==> config.mk <==
export PLATFORM = sky130hd
export DESIGN_NAME = hdlc_tx_framer
export DESIGN_NICKNAME = d
export VERILOG_FILES = /design/src/rtl/hdlc_tx_pkg.sv /design/src/rtl/hdlc_tx_fifo.sv /design/src/rtl/hdlc_tx_crc.sv /design/src/rtl/hdlc_tx_ser.sv /design/src/rtl/hdlc_tx_framer.sv
export SDC_FILE = /design/constraint.sdc
export NUM_CORES = 1
export LEC_CHECK = 0
export BUFFER_PORTS_ARGS = -buffer_cell sky130_fd_sc_hd__buf_2
export CORE_MARGIN = 2
export CORE_UTILIZATION = 61
export DETAILED_ROUTE_END_ITERATION = 8
export HOLD_SLACK_MARGIN = 0.12
export PLACE_DENSITY = 0.8
export SYNTH_ARGS = -nofsm -noshare
export SYNTH_HDL_FRONTEND = slang
export SYNTH_SLANG_ARGS = --single-unit
==> constraint.sdc <==
create_clock -name clk_i -period 3.9 [get_ports clk_i]
set_input_delay 0.195 -clock clk_i [delete_from_list [all_inputs] [get_ports clk_i]]
set_output_delay 0.195 -clock clk_i [all_outputs]
set_load 0.005 [all_outputs]
==> src/rtl/hdlc_tx_pkg.sv <==
package hdlc_tx_pkg;
  typedef enum logic [2:0] {
    K_IDLE, K_OPEN, K_DATA, K_FCS, K_CLOSE, K_ABORT, K_RAW
  } unit_e;

  typedef struct packed {
    logic       abort;
    logic       eop;
    logic [7:0] data;
  } entry_t;

  localparam logic [7:0]  FLAG_BYTE  = 8'h7E;
  localparam logic [7:0]  ABORT_BYTE = 8'hFE; // 0 first, then seven ones
  localparam logic [7:0]  ONES_BYTE  = 8'hFF;
  localparam logic [15:0] CRC_POLY_R = 16'h8408;
  localparam logic [15:0] CRC_INIT   = 16'hFFFF;
endpackage

==> src/rtl/hdlc_tx_fifo.sv <==
module hdlc_tx_fifo
  import hdlc_tx_pkg::*;
#(
  parameter int DEPTH = 4,
  localparam int AW = (DEPTH > 1) ? $clog2(DEPTH) : 1,
  localparam int LW = $clog2(DEPTH + 1)
) (
  input  logic          clk_i,
  input  logic          rst_ni,
  input  logic          wr_i,
  input  entry_t        wr_entry_i,
  input  logic          pop_i,
  output entry_t        head_o,
  output logic          empty_o,
  output logic          full_o,
  output logic [LW-1:0] level_o
);
  entry_t        mem_q [DEPTH];
  logic [AW-1:0] wr_ptr_q, rd_ptr_q, last_ptr;
  logic [LW-1:0] count_q;
  logic          push, ovw;

  function automatic logic [AW-1:0] ptr_inc(input logic [AW-1:0] p);
    return (p == AW'(DEPTH - 1)) ? '0 : p + 1'b1;
  endfunction

  assign empty_o  = (count_q == '0);
  assign full_o   = (count_q == LW'(DEPTH));
  assign level_o  = count_q;
  assign head_o   = mem_q[rd_ptr_q];
  assign push     = wr_i && (!full_o || pop_i);
  assign ovw      = wr_i && full_o && !pop_i;
  assign last_ptr = (wr_ptr_q == '0) ? AW'(DEPTH - 1) : wr_ptr_q - 1'b1;

  always_ff @(posedge clk_i) begin
    if (push)     mem_q[wr_ptr_q] <= wr_entry_i;
    else if (ovw) mem_q[last_ptr] <= wr_entry_i;
  end

  always_ff @(posedge clk_i or negedge rst_ni) begin
    if (!rst_ni) begin
      wr_ptr_q <= '0;
      rd_ptr_q <= '0;
      count_q  <= '0;
    end else begin
      if (push)  wr_ptr_q <= ptr_inc(wr_ptr_q);
      if (pop_i) rd_ptr_q <= ptr_inc(rd_ptr_q);
      count_q <= count_q + LW'(push) - LW'(pop_i);
    end
  end

  assert_ovw_keeps_level_R2: assert property (@(posedge clk_i) disable iff (!rst_ni)
    (wr_i && full_o && !pop_i) |=> $stable(count_q));
  assert_no_pop_empty_R2: assert property (@(posedge clk_i) disable iff (!rst_ni)
    pop_i |-> !empty_o);
endmodule

==> src/rtl/hdlc_tx_crc.sv <==
module hdlc_tx_crc
  import hdlc_tx_pkg::*;
(
  input  logic [15:0] crc_i,
  input  logic        bit_i,
  output logic [15:0] crc_o
);
  always_comb begin
    crc_o = {1'b0, crc_i[15:1]};
    if (crc_i[0] ^ bit_i) crc_o = crc_o ^ CRC_POLY_R;
  end
endmodule

==> src/rtl/hdlc_tx_ser.sv <==
module hdlc_tx_ser
  import hdlc_tx_pkg::*;
(
  input  logic   clk_i,
  input  logic   rst_ni,
  input  logic   bit_en_i,
  input  logic   transp_i,
  input  logic   idle_flags_i,
  input  entry_t head_i,
  input  logic   empty_i,
  output logic   pop_o,
  output logic   tx_bit_o,
  output logic   eop_irq_o,
  output logic   und_irq_o
);
  unit_e       kind_q, n_kind, cur_kind, idle_kind;
  logic [15:0] sh_q, n_sh, cur_sh, sh_n;
  logic [15:0] crc_q, crc_base, crc_step, crc_n;
  logic [4:0]  left_q, cur_left, left_n;
  logic [2:0]  ones_q, ones_n;
  logic [1:0]  sent_q, sent_n;
  logic        last_eop_q, last_eop_n;
  logic        stuff_now, ld, bit_out, pop_req, idle_pop, eop_ev, und_ev;

  assign stuff_now = (kind_q inside {K_DATA, K_FCS}) && (ones_q == 3'd5);
  assign ld        = (left_q == '0) && !stuff_now;
  assign idle_kind = empty_i ? K_IDLE : (transp_i ? K_RAW : K_OPEN);
  assign idle_pop  = !empty_i && transp_i;

  // choose the next unit when the current one is exhausted
  always_comb begin
    n_kind  = kind_q;
    pop_req = 1'b0;
    eop_ev  = 1'b0;
    und_ev  = 1'b0;
    if (ld) begin
      case (kind_q)
        K_OPEN: begin n_kind = K_DATA; pop_req = 1'b1; end
        K_DATA: begin
          if (last_eop_q) n_kind = K_FCS;
          else if (empty_i) begin n_kind = K_ABORT; und_ev = 1'b1; end
          else if (head_i.abort && sent_q == 2'd2) begin n_kind = K_ABORT; pop_req = 1'b1; end
          else begin n_kind = K_DATA; pop_req = 1'b1; end
        end
        K_FCS: n_kind = K_CLOSE;
        K_CLOSE: begin
          eop_ev = 1'b1;
          if (!empty_i && !transp_i) begin n_kind = K_DATA; pop_req = 1'b1; end
          else begin n_kind = idle_kind; pop_req = idle_pop; end
        end
        default: begin n_kind = idle_kind; pop_req = idle_pop; end
      endcase
    end
  end

  always_comb begin
    case (n_kind)
      K_DATA, K_RAW: n_sh = {8'h00, head_i.data};
      K_FCS:         n_sh = ~crc_q;
      K_ABORT:       n_sh = {8'h00, ABORT_BYTE};
      K_IDLE:        n_sh = {8'h00, (transp_i || !idle_flags_i) ? ONES_BYTE : FLAG_BYTE};
      default:       n_sh = {8'h00, FLAG_BYTE};
    endcase
  end

  assign cur_kind = ld ? n_kind : kind_q;
  assign cur_sh   = ld ? n_sh : sh_q;
  assign cur_left = ld ? ((n_kind == K_FCS) ? 5'd16 : 5'd8) : left_q;
  assign crc_base = (ld && (n_kind inside {K_OPEN, K_CLOSE, K_ABORT})) ? CRC_INIT : crc_q;

  hdlc_tx_crc u_crc (.crc_i(crc_base), .bit_i(cur_sh[0]), .crc_o(crc_step));

  always_comb begin
    if (stuff_now) begin
      bit_out = 1'b0;
      sh_n    = sh_q;
      left_n  = left_q;
      ones_n  = '0;
      crc_n   = crc_q;
    end else begin
      bit_out = cur_sh[0];
      sh_n    = cur_sh >> 1;
      left_n  = cur_left - 5'd1;
      ones_n  = ((cur_kind inside {K_DATA, K_FCS}) && bit_out) ? ones_q + 3'd1 : '0;
      crc_n   = (cur_kind == K_DATA) ? crc_step : crc_base;
    end
    sent_n = sent_q;
    if (ld) begin
      if (n_kind == K_DATA) sent_n = (sent_q == 2'd2) ? 2'd2 : sent_q + 2'd1;
      else if (n_kind inside {K_OPEN, K_CLOSE, K_ABORT}) sent_n = '0;
    end
    last_eop_n = (ld && n_kind == K_DATA) ? head_i.eop : last_eop_q;
  end

  assign pop_o = bit_en_i && pop_req;

  always_ff @(posedge clk_i or negedge rst_ni) begin
    if (!rst_ni) begin
      kind_q     <= K_IDLE;
      sh_q       <= '0;
      left_q     <= '0;
      ones_q     <= '0;
      crc_q      <= CRC_INIT;
      sent_q     <= '0;
      last_eop_q <= 1'b0;
      tx_bit_o   <= 1'b1;
      eop_irq_o  <= 1'b0;
      und_irq_o  <= 1'b0;
    end else begin
      eop_irq_o <= bit_en_i && eop_ev;
      und_irq_o <= bit_en_i && und_ev;
      if (bit_en_i) begin
        kind_q     <= cur_kind;
        sh_q       <= sh_n;
        left_q     <= left_n;
        ones_q     <= ones_n;
        crc_q      <= crc_n;
        sent_q     <= sent_n;
        last_eop_q <= last_eop_n;
        tx_bit_o   <= bit_out;
      end
    end
  end

  assert_und_starts_abort_R10: assert property (@(posedge clk_i) disable iff (!rst_ni)
    und_irq_o |-> !tx_bit_o);
  assert_eop_single_pulse_R7: assert property (@(posedge clk_i) disable iff (!rst_ni)
    eop_irq_o |=> !eop_irq_o);
  assert_irq_exclusive_R7: assert property (@(posedge clk_i) disable iff (!rst_ni)
    !(eop_irq_o && und_irq_o));
  assert_ones_run_R4: assert property (@(posedge clk_i) disable iff (!rst_ni)
    ones_q <= 3'd5);
  assert_raw_no_stuff_R12: assert property (@(posedge clk_i) disable iff (!rst_ni)
    (kind_q == K_RAW) |-> (ones_q == '0));
endmodule

==> src/rtl/hdlc_tx_framer.sv <==
module hdlc_tx_framer
  import hdlc_tx_pkg::*;
#(
  parameter int DEPTH = 4,
  localparam int LW = $clog2(DEPTH + 1)
) (
  input  logic          clk_i,
  input  logic          rst_ni,
  input  logic          wr_i,
  input  logic [7:0]    wr_data_i,
  input  logic          wr_eop_i,
  input  logic          wr_abort_i,
  input  logic          bit_en_i,
  input  logic          transp_i,
  input  logic          idle_flags_i,
  output logic          tx_bit_o,
  output logic          fifo_empty_o,
  output logic          fifo_full_o,
  output logic [LW-1:0] fifo_level_o,
  output logic          eop_irq_o,
  output logic          underrun_irq_o
);
  entry_t wr_entry, head;
  logic   pop;

  assign wr_entry = '{abort: wr_abort_i, eop: wr_eop_i, data: wr_data_i};

  hdlc_tx_fifo #(.DEPTH(DEPTH)) u_fifo (
    .clk_i     (clk_i),
    .rst_ni    (rst_ni),
    .wr_i      (wr_i),
    .wr_entry_i(wr_entry),
    .pop_i     (pop),
    .head_o    (head),
    .empty_o   (fifo_empty_o),
    .full_o    (fifo_full_o),
    .level_o   (fifo_level_o)
  );

  hdlc_tx_ser u_ser (
    .clk_i       (clk_i),
    .rst_ni      (rst_ni),
    .bit_en_i    (bit_en_i),
    .transp_i    (transp_i),
    .idle_flags_i(idle_flags_i),
    .head_i      (head),
    .empty_i     (fifo_empty_o),
    .pop_o       (pop),
    .tx_bit_o    (tx_bit_o),
    .eop_irq_o   (eop_irq_o),
    .und_irq_o   (underrun_irq_o)
  );
endmodule

After elaboration in Yosys (flattened, before gate mapping) --
Memory sizes are Yosys's and may differ from the RTL's. Index checks and enable logic that the tools add are counted.
Cells by class: $add $sub $neg 8, eq/ne operators 17, mux-type cells 45, bitwise operators 4, reduce and logical (&&, ||, !) cells 35
Operators with widths (count):
- 16-bit 2-to-1 mux | 4
- 16-bit one-hot mux with 4 select lines | 1
- 3-bit 2-to-1 mux | 10
- 3-bit by 2-bit == test with 1-bit output (second input constant) | 6
- 3-bit == test (second input constant) | 6
- 1-bit 2-to-1 mux | 17
- 16-bit inverter | 1
- 1-bit logical AND | 14
- 2-bit 2-to-1 mux | 7
- 3-bit one-hot mux with 4 select lines | 1
- 10-bit 2-to-1 mux | 1
- 5-bit 2-to-1 mux | 2
- 10-bit OR reduction | 1
- 8-bit 2-to-1 mux | 1
- 2-bit by 1-bit adder with 2-bit output (second input constant) | 3
- 2-bit == test (second input constant) | 3
- 3-bit by 1-bit == test with 1-bit output (second input constant) | 2
- 1-bit logical NOT | 6
- 3-bit logical NOT | 2
- 2-bit nonzero test | 3
- 5-bit logical NOT | 1
- 5-bit by 1-bit subtractor with 5-bit output (second input constant) | 1
- 1-bit one-hot mux with 4 select lines | 1
- 2-bit AND reduction | 2
- other kinds (12) | 13
Word-level totals: register bits after elaboration 55, memory bits (writable) 40, output and inout port bits 8, word-level logic and storage cells 123, memories 1
Memories:
- u_fifo.mem_q | words 4, width 10, rd ports 1, clocked after Yosys merged registers in 0, wr ports 1, line hdlc_tx_fifo.sv:18 | entry_t mem_q [DEPTH];

Logic depth before layout (Yosys ltp) --
depth in word-level cells 14, gate-level depth with buffers 15

Cells and area by module --
From an unflattened synthesis, not the netlist that was laid out.
Second synthesis, totals: cells, all modules 380, area total of the unflattened synthesis 4699.5 um^2
By module, submodules not included:
- hdlc_tx_ser | times used 1, cells each 267, area each 2642.5 um^2
- hdlc_tx_fifo | times used 1, cells each 97, area each 1903.1 um^2
- hdlc_tx_crc | times used 1, cells each 16, area each 153.9 um^2

Worst setup path before layout --
Ideal clock, no wire load.
path type register to register, from register u_ser.left_q[1], to register u_fifo.count_q[2] (netlist: u_fifo.level_o[2]), library setup time 0.128 ns, arrival time 2.727 ns, required time 3.772 ns, slack 1.045 ns, stages on the path, launching flop included 14, period minus slack after synthesis 2.855 ns, cells stage by stage dfrtp_1 or4_4 nor2_2 o211a_4 and3_1 clkbuf_1 nand2b_1 nand2_1 inv_1 ha_1 inv_1 fa_1 xnor2_1 xnor2_1
On the way: word-level cells in the longest chain between the ends 8
Ends and longest elaborated chain:
- start, declared | line hdlc_tx_ser.sv:19 | logic [4:0] left_q, cur_left, left_n;
- start signal, assigned | line hdlc_tx_ser.sv:115 | left_q <= left_n;
- 5-bit logical NOT | line hdlc_tx_ser.sv:26 | assign ld = (left_q == '0) && !stuff_now;
- 1-bit logical AND | line hdlc_tx_ser.sv:26
- 1-bit 2-to-1 mux | line hdlc_tx_ser.sv:36 | if (ld) begin
- 1-bit logical AND | line hdlc_tx_ser.sv:95 | assign pop_o = bit_en_i && pop_req;
- via pop | line hdlc_tx_framer.sv:24 | logic pop;
- 1-bit logical OR | line hdlc_tx_fifo.sv:31 | assign push = wr_i && (!full_o || pop_i);
- 1-bit logical AND | line hdlc_tx_fifo.sv:31
- via u_fifo.push | line hdlc_tx_fifo.sv:21 | logic push, ovw;
- 3-bit by 1-bit adder with 3-bit output | line hdlc_tx_fifo.sv:48 | count_q <= count_q + LW'(push) - LW'(pop_i);
- 3-bit by 1-bit subtractor with 3-bit output | line hdlc_tx_fifo.sv:48
- end signal, assigned | line hdlc_tx_fifo.sv:48
- end, declared | line hdlc_tx_fifo.sv:20 | logic [LW-1:0] count_q;
The timed path passes the listed nets, and every way through them passes these cells. A chain may end at the register's enable or synchronous reset.

Worst setup path after layout --
from register u_ser.left_q[0], to register u_fifo.count_q[2] (netlist: u_fifo.level_o[2])
On the way: word-level cells in the longest chain between the ends 8
Ends and longest elaborated chain (line):
- 5-bit logical NOT | hdlc_tx_ser.sv:26
- 1-bit logical AND | hdlc_tx_ser.sv:26
- 1-bit 2-to-1 mux | hdlc_tx_ser.sv:36
- 1-bit logical AND | hdlc_tx_ser.sv:95
- 1-bit logical OR | hdlc_tx_fifo.sv:31
- 1-bit logical AND | hdlc_tx_fifo.sv:31
- via u_fifo.push | hdlc_tx_fifo.sv:21
- 3-bit by 1-bit adder with 3-bit output | hdlc_tx_fifo.sv:48
- 3-bit by 1-bit subtractor with 3-bit output | hdlc_tx_fifo.sv:48
The timed path passes the listed nets, and every way through them passes these cells.

==> flow_summary.yaml <==
synth:
  synthTopCellsByArea: "edfxtp_1 26%, dfrtp_1 21%, dfstp_2 9.8%"
  seq_area_frac_synth: 0.569
  avgSynthCellArea_um2: 12.6
  synth_top_cell_by_area: "edfxtp_1"
  ys_warn_count: 0
  synth-edff-count: 40
  synth-seq-cells: 95
  synth_cell_types: 69
  syn-num-nets: 389
  synthFlopType: "edfxtp_1"
  synth_common_cells: "40 x edfxtp_1, 38 x dfrtp_1, 32 x nand2_1"
  syn-cell-area_um2: 4570
  async_reset_ff_frac: 0.579
  yosysMostFrequentCell: "edfxtp_1"
  synth.top_cell.area_share: 0.263
  synth_cells: 362
layout:
  syn_to_final_growth_pct: 12.5
  final_util: 0.708
  final_nets: 428
  final.fill_count: 496
  drive_gt1_frac: 0.241
  seqCellArea_um2: 2600
  num_antenna_cells: 0
  multi_input_area_um2: 1840
timing:
  setup_viol: 0
  drv_slew: 0
  fin_skew_ns: 0.0100
  grt_setup_unrepaired: "false"
  hold_ws_ns: 0.189
  tightest_slew_ns: 0.700
  fmax_mhz: 320
  period_minus_slack_ns: 3.12
  postLayoutSetupSlackWorst_ns: 0.776
  tns_ns: 0
  fin_crit_sh: 0.801
  hold_viol: 0
  maxSlewHeadroom: 0.530
placement:
  dp_hpwl_mm: 5.88
  pre_cts_slack_ns: 0.787
  gp_congestion: 0.884
  io_buffer_count: 23
setup_path:
  cpPeakStageDelay_ns: 0.57
  worstReg2RegStart: "u_ser.left_q[0]"
  r2r_slack_ns: 0.78
  cp.arrival_ns: 3.40
  crit_path_cell_trace: "or4_4, nor2_2, buf_4, o211a_4, and3_1, nand2b_1, nand2_1, inv_1, ha_1, inv_1, fa_1, xnor2_1, xnor2_1"
  crit_buf_inv: 3
  crit_path_end_kind: "register"
  crit_required_ns: 4.18
  crit_start: "u_ser.left_q[0]"
  path_delay_family: "simple AND/OR/NAND/NOR gates"
  start_kind: "register"
  timing_worst_setup_path_type: "reg -> reg"
  slowest_stage: "or4_4"
  cp_max_fo: 12
floorplan:
  initial_core_util: 0.630
  die_h_um: 90.5
  core_area_um2: 7250
  die_w_um: 90.5
  rows: 31
  die_area_um2: 8190
  pin_count: 24
pwr:
  p_leak_uw: 0.00200
  cellPowerDensity_nw_per_um2: 743
  finalPower_uw: 3820
  vdd_drop_max_mv: 0.419
clock_network:
  cts_sinks: 95
  clk_pin_slew_worst_paths_ns: 0.09
  cts_buffers: 9
  cts_root_buf: "clkbuf_8"
  clock_latency_ns: 0.36
  cts-resized-gates: 0
  cts_tree: "yes"
  h-tree-depth: 3
  cts_buffer_depth: 2
route:
  postRouteAntennaNets: 0
  routed_wl_mm: 8.61
  routedWlPerCell_um: 17.1
  route.detailed.drc: 0
  vias: 3083
  first_pass_iters: 6
  drt-vias-per-instance: 6.10
  drtIter0Drc: 221
global_routing:
  grt_overflow: 0
  grt_max_degree: 56
  gr-usage-all-layers: 0.225
  grt_first_pass_wirelength_mm: 14.4
  antenna_found_initial: 0
  grt_pass1_vias: 2933
job:
  maxCapViolCount: 0
run_status:
  status: "finished clean"
worst_hold_path:
  hp-class: "in -> reg"
  hold_start: "wr_i"
==> worst paths after layout <==
| check | endpoint | depth (start not counted) |
|---|---|---|
| min in group asynchronous | u_ser.ones_q[1] | 3 |
| max | u_fifo.level_o[2] | 13 |
| max reg2reg | u_fifo.level_o[2] | 13 |
| min reg2reg | u_ser.sh_q[5] | 2 |
| max in group asynchronous | u_fifo.rd_ptr_q[0] | 3 |
| min | u_fifo.wr_ptr_q[1] | 3 |
==> kinds of logic after synthesis <==
group | count (synthesis) | synth area share
buf+inv | 31 | 0.0288
mux | 15 | 0.0584
flops | 95 | 0.569
xor+xnor | 4 | 0.00767
compound gates | 114 | 0.198
fa+ha+maj | 11 | 0.0318
simple gates | 92 | 0.107
==> report_power, final <==
part	internal, uW	switching (uW)
clock	377	330
sequential	1400	263
combinational	640	802
total	2420	1400
==> worst reg2reg max path, delay by kind of cell (launching register included) <==
kind	cells	cell delay, ns
simple gates	5	1.26
fa+ha+maj	2	0.52
flops	1	0.42
xor+xnor	2	0.33
buf+inv	3	0.32
compound gates	1	0.21
==> area by class of cell <==
cell class,instances,area share
sequential,95,0.506
clock inverter,3,0.00901
inverter,18,0.0131
multi-input combinational,236,0.358
clock buffer,13,0.0353
tap,99,0.0241
timing repair buffer,41,0.0545
==> placed cells by master, fill, tap and decap left out, types with 3 or more instances in the layout <==
cell type	netlist	routed
a22o_1	6	6
o2bb2ai_1	12	12
nor3b_1	3	3
dfstp_2	17	17
mux4_2	9	9
a22oi_1	8	8
and2_1	4	4
buf_2	3	23
ha_1	10	10
nor3_1	3	3
buf_4	1	6
and3_1	3	3
o22a_1	13	13
clkbuf_8	0	9
o22ai_1	4	4
inv_1	17	17
nor2_1	18	18
mux2i_1	3	3
a21o_1	4	4
mux2_2	3	3
nor4_1	5	5
edfxtp_1	40	40
nand2_1	32	32
dlygate4sd3_1	0	12
o21ai_0	29	28
nor2_2	4	4
a21oi_1	4	4
o31a_1	3	3
dfrtp_1	38	38
nand2b_1	5	5
xnor2_1	4	4
==> what timing repair did <==
action / CTS / global route
endpoints found under the setup margin: 0 / 0
buffers inserted: 0 / 0
hold endpoints to repair: 79 / 0
hold buffers: 12 / 0
==> flip-flops by register name, indices dropped and copies added (netlist names), 2 cells and up <==
signal / count
u_ser.left_q: 5
u_ser.ones_q: 3
u_ser.sent_q: 2
u_fifo.level_o: 3
u_ser.crc_q: 16
u_fifo.rd_ptr_q: 2
u_fifo.wr_ptr_q: 2
u_fifo.mem_q: 40
u_ser.sh_q: 15
u_ser.kind_q: 3
==> layer usage <==
| metal | track usage | vias up | routed length, um |
|---|---|---|---|
| met2 | 0.366 | 79 | 4260 |
| met5 | 0 | - | 0 |
| met4 | 0.0615 | 0 | 79 |
| met1 | 0.308 | 1532 | 3900 |
| li1 | - | 1465 | - |
| met3 | 0.0526 | 7 | 365 |
==> metrics by stage <==
| step | std cells | instance area [um2] |
|---|---|---|
| 2_1_floorplan | 362 | 4570 |
| 5_1_grt | 505 | 5140 |
| 3_5_place_dp | 477 | 4790 |
| 3_3_place_gp | 477 | 4790 |
| 4_1_cts | 505 | 5140 |
| 6_report | 505 | 5140 |
No activity file was read; power rests on OpenSTA's default activity.
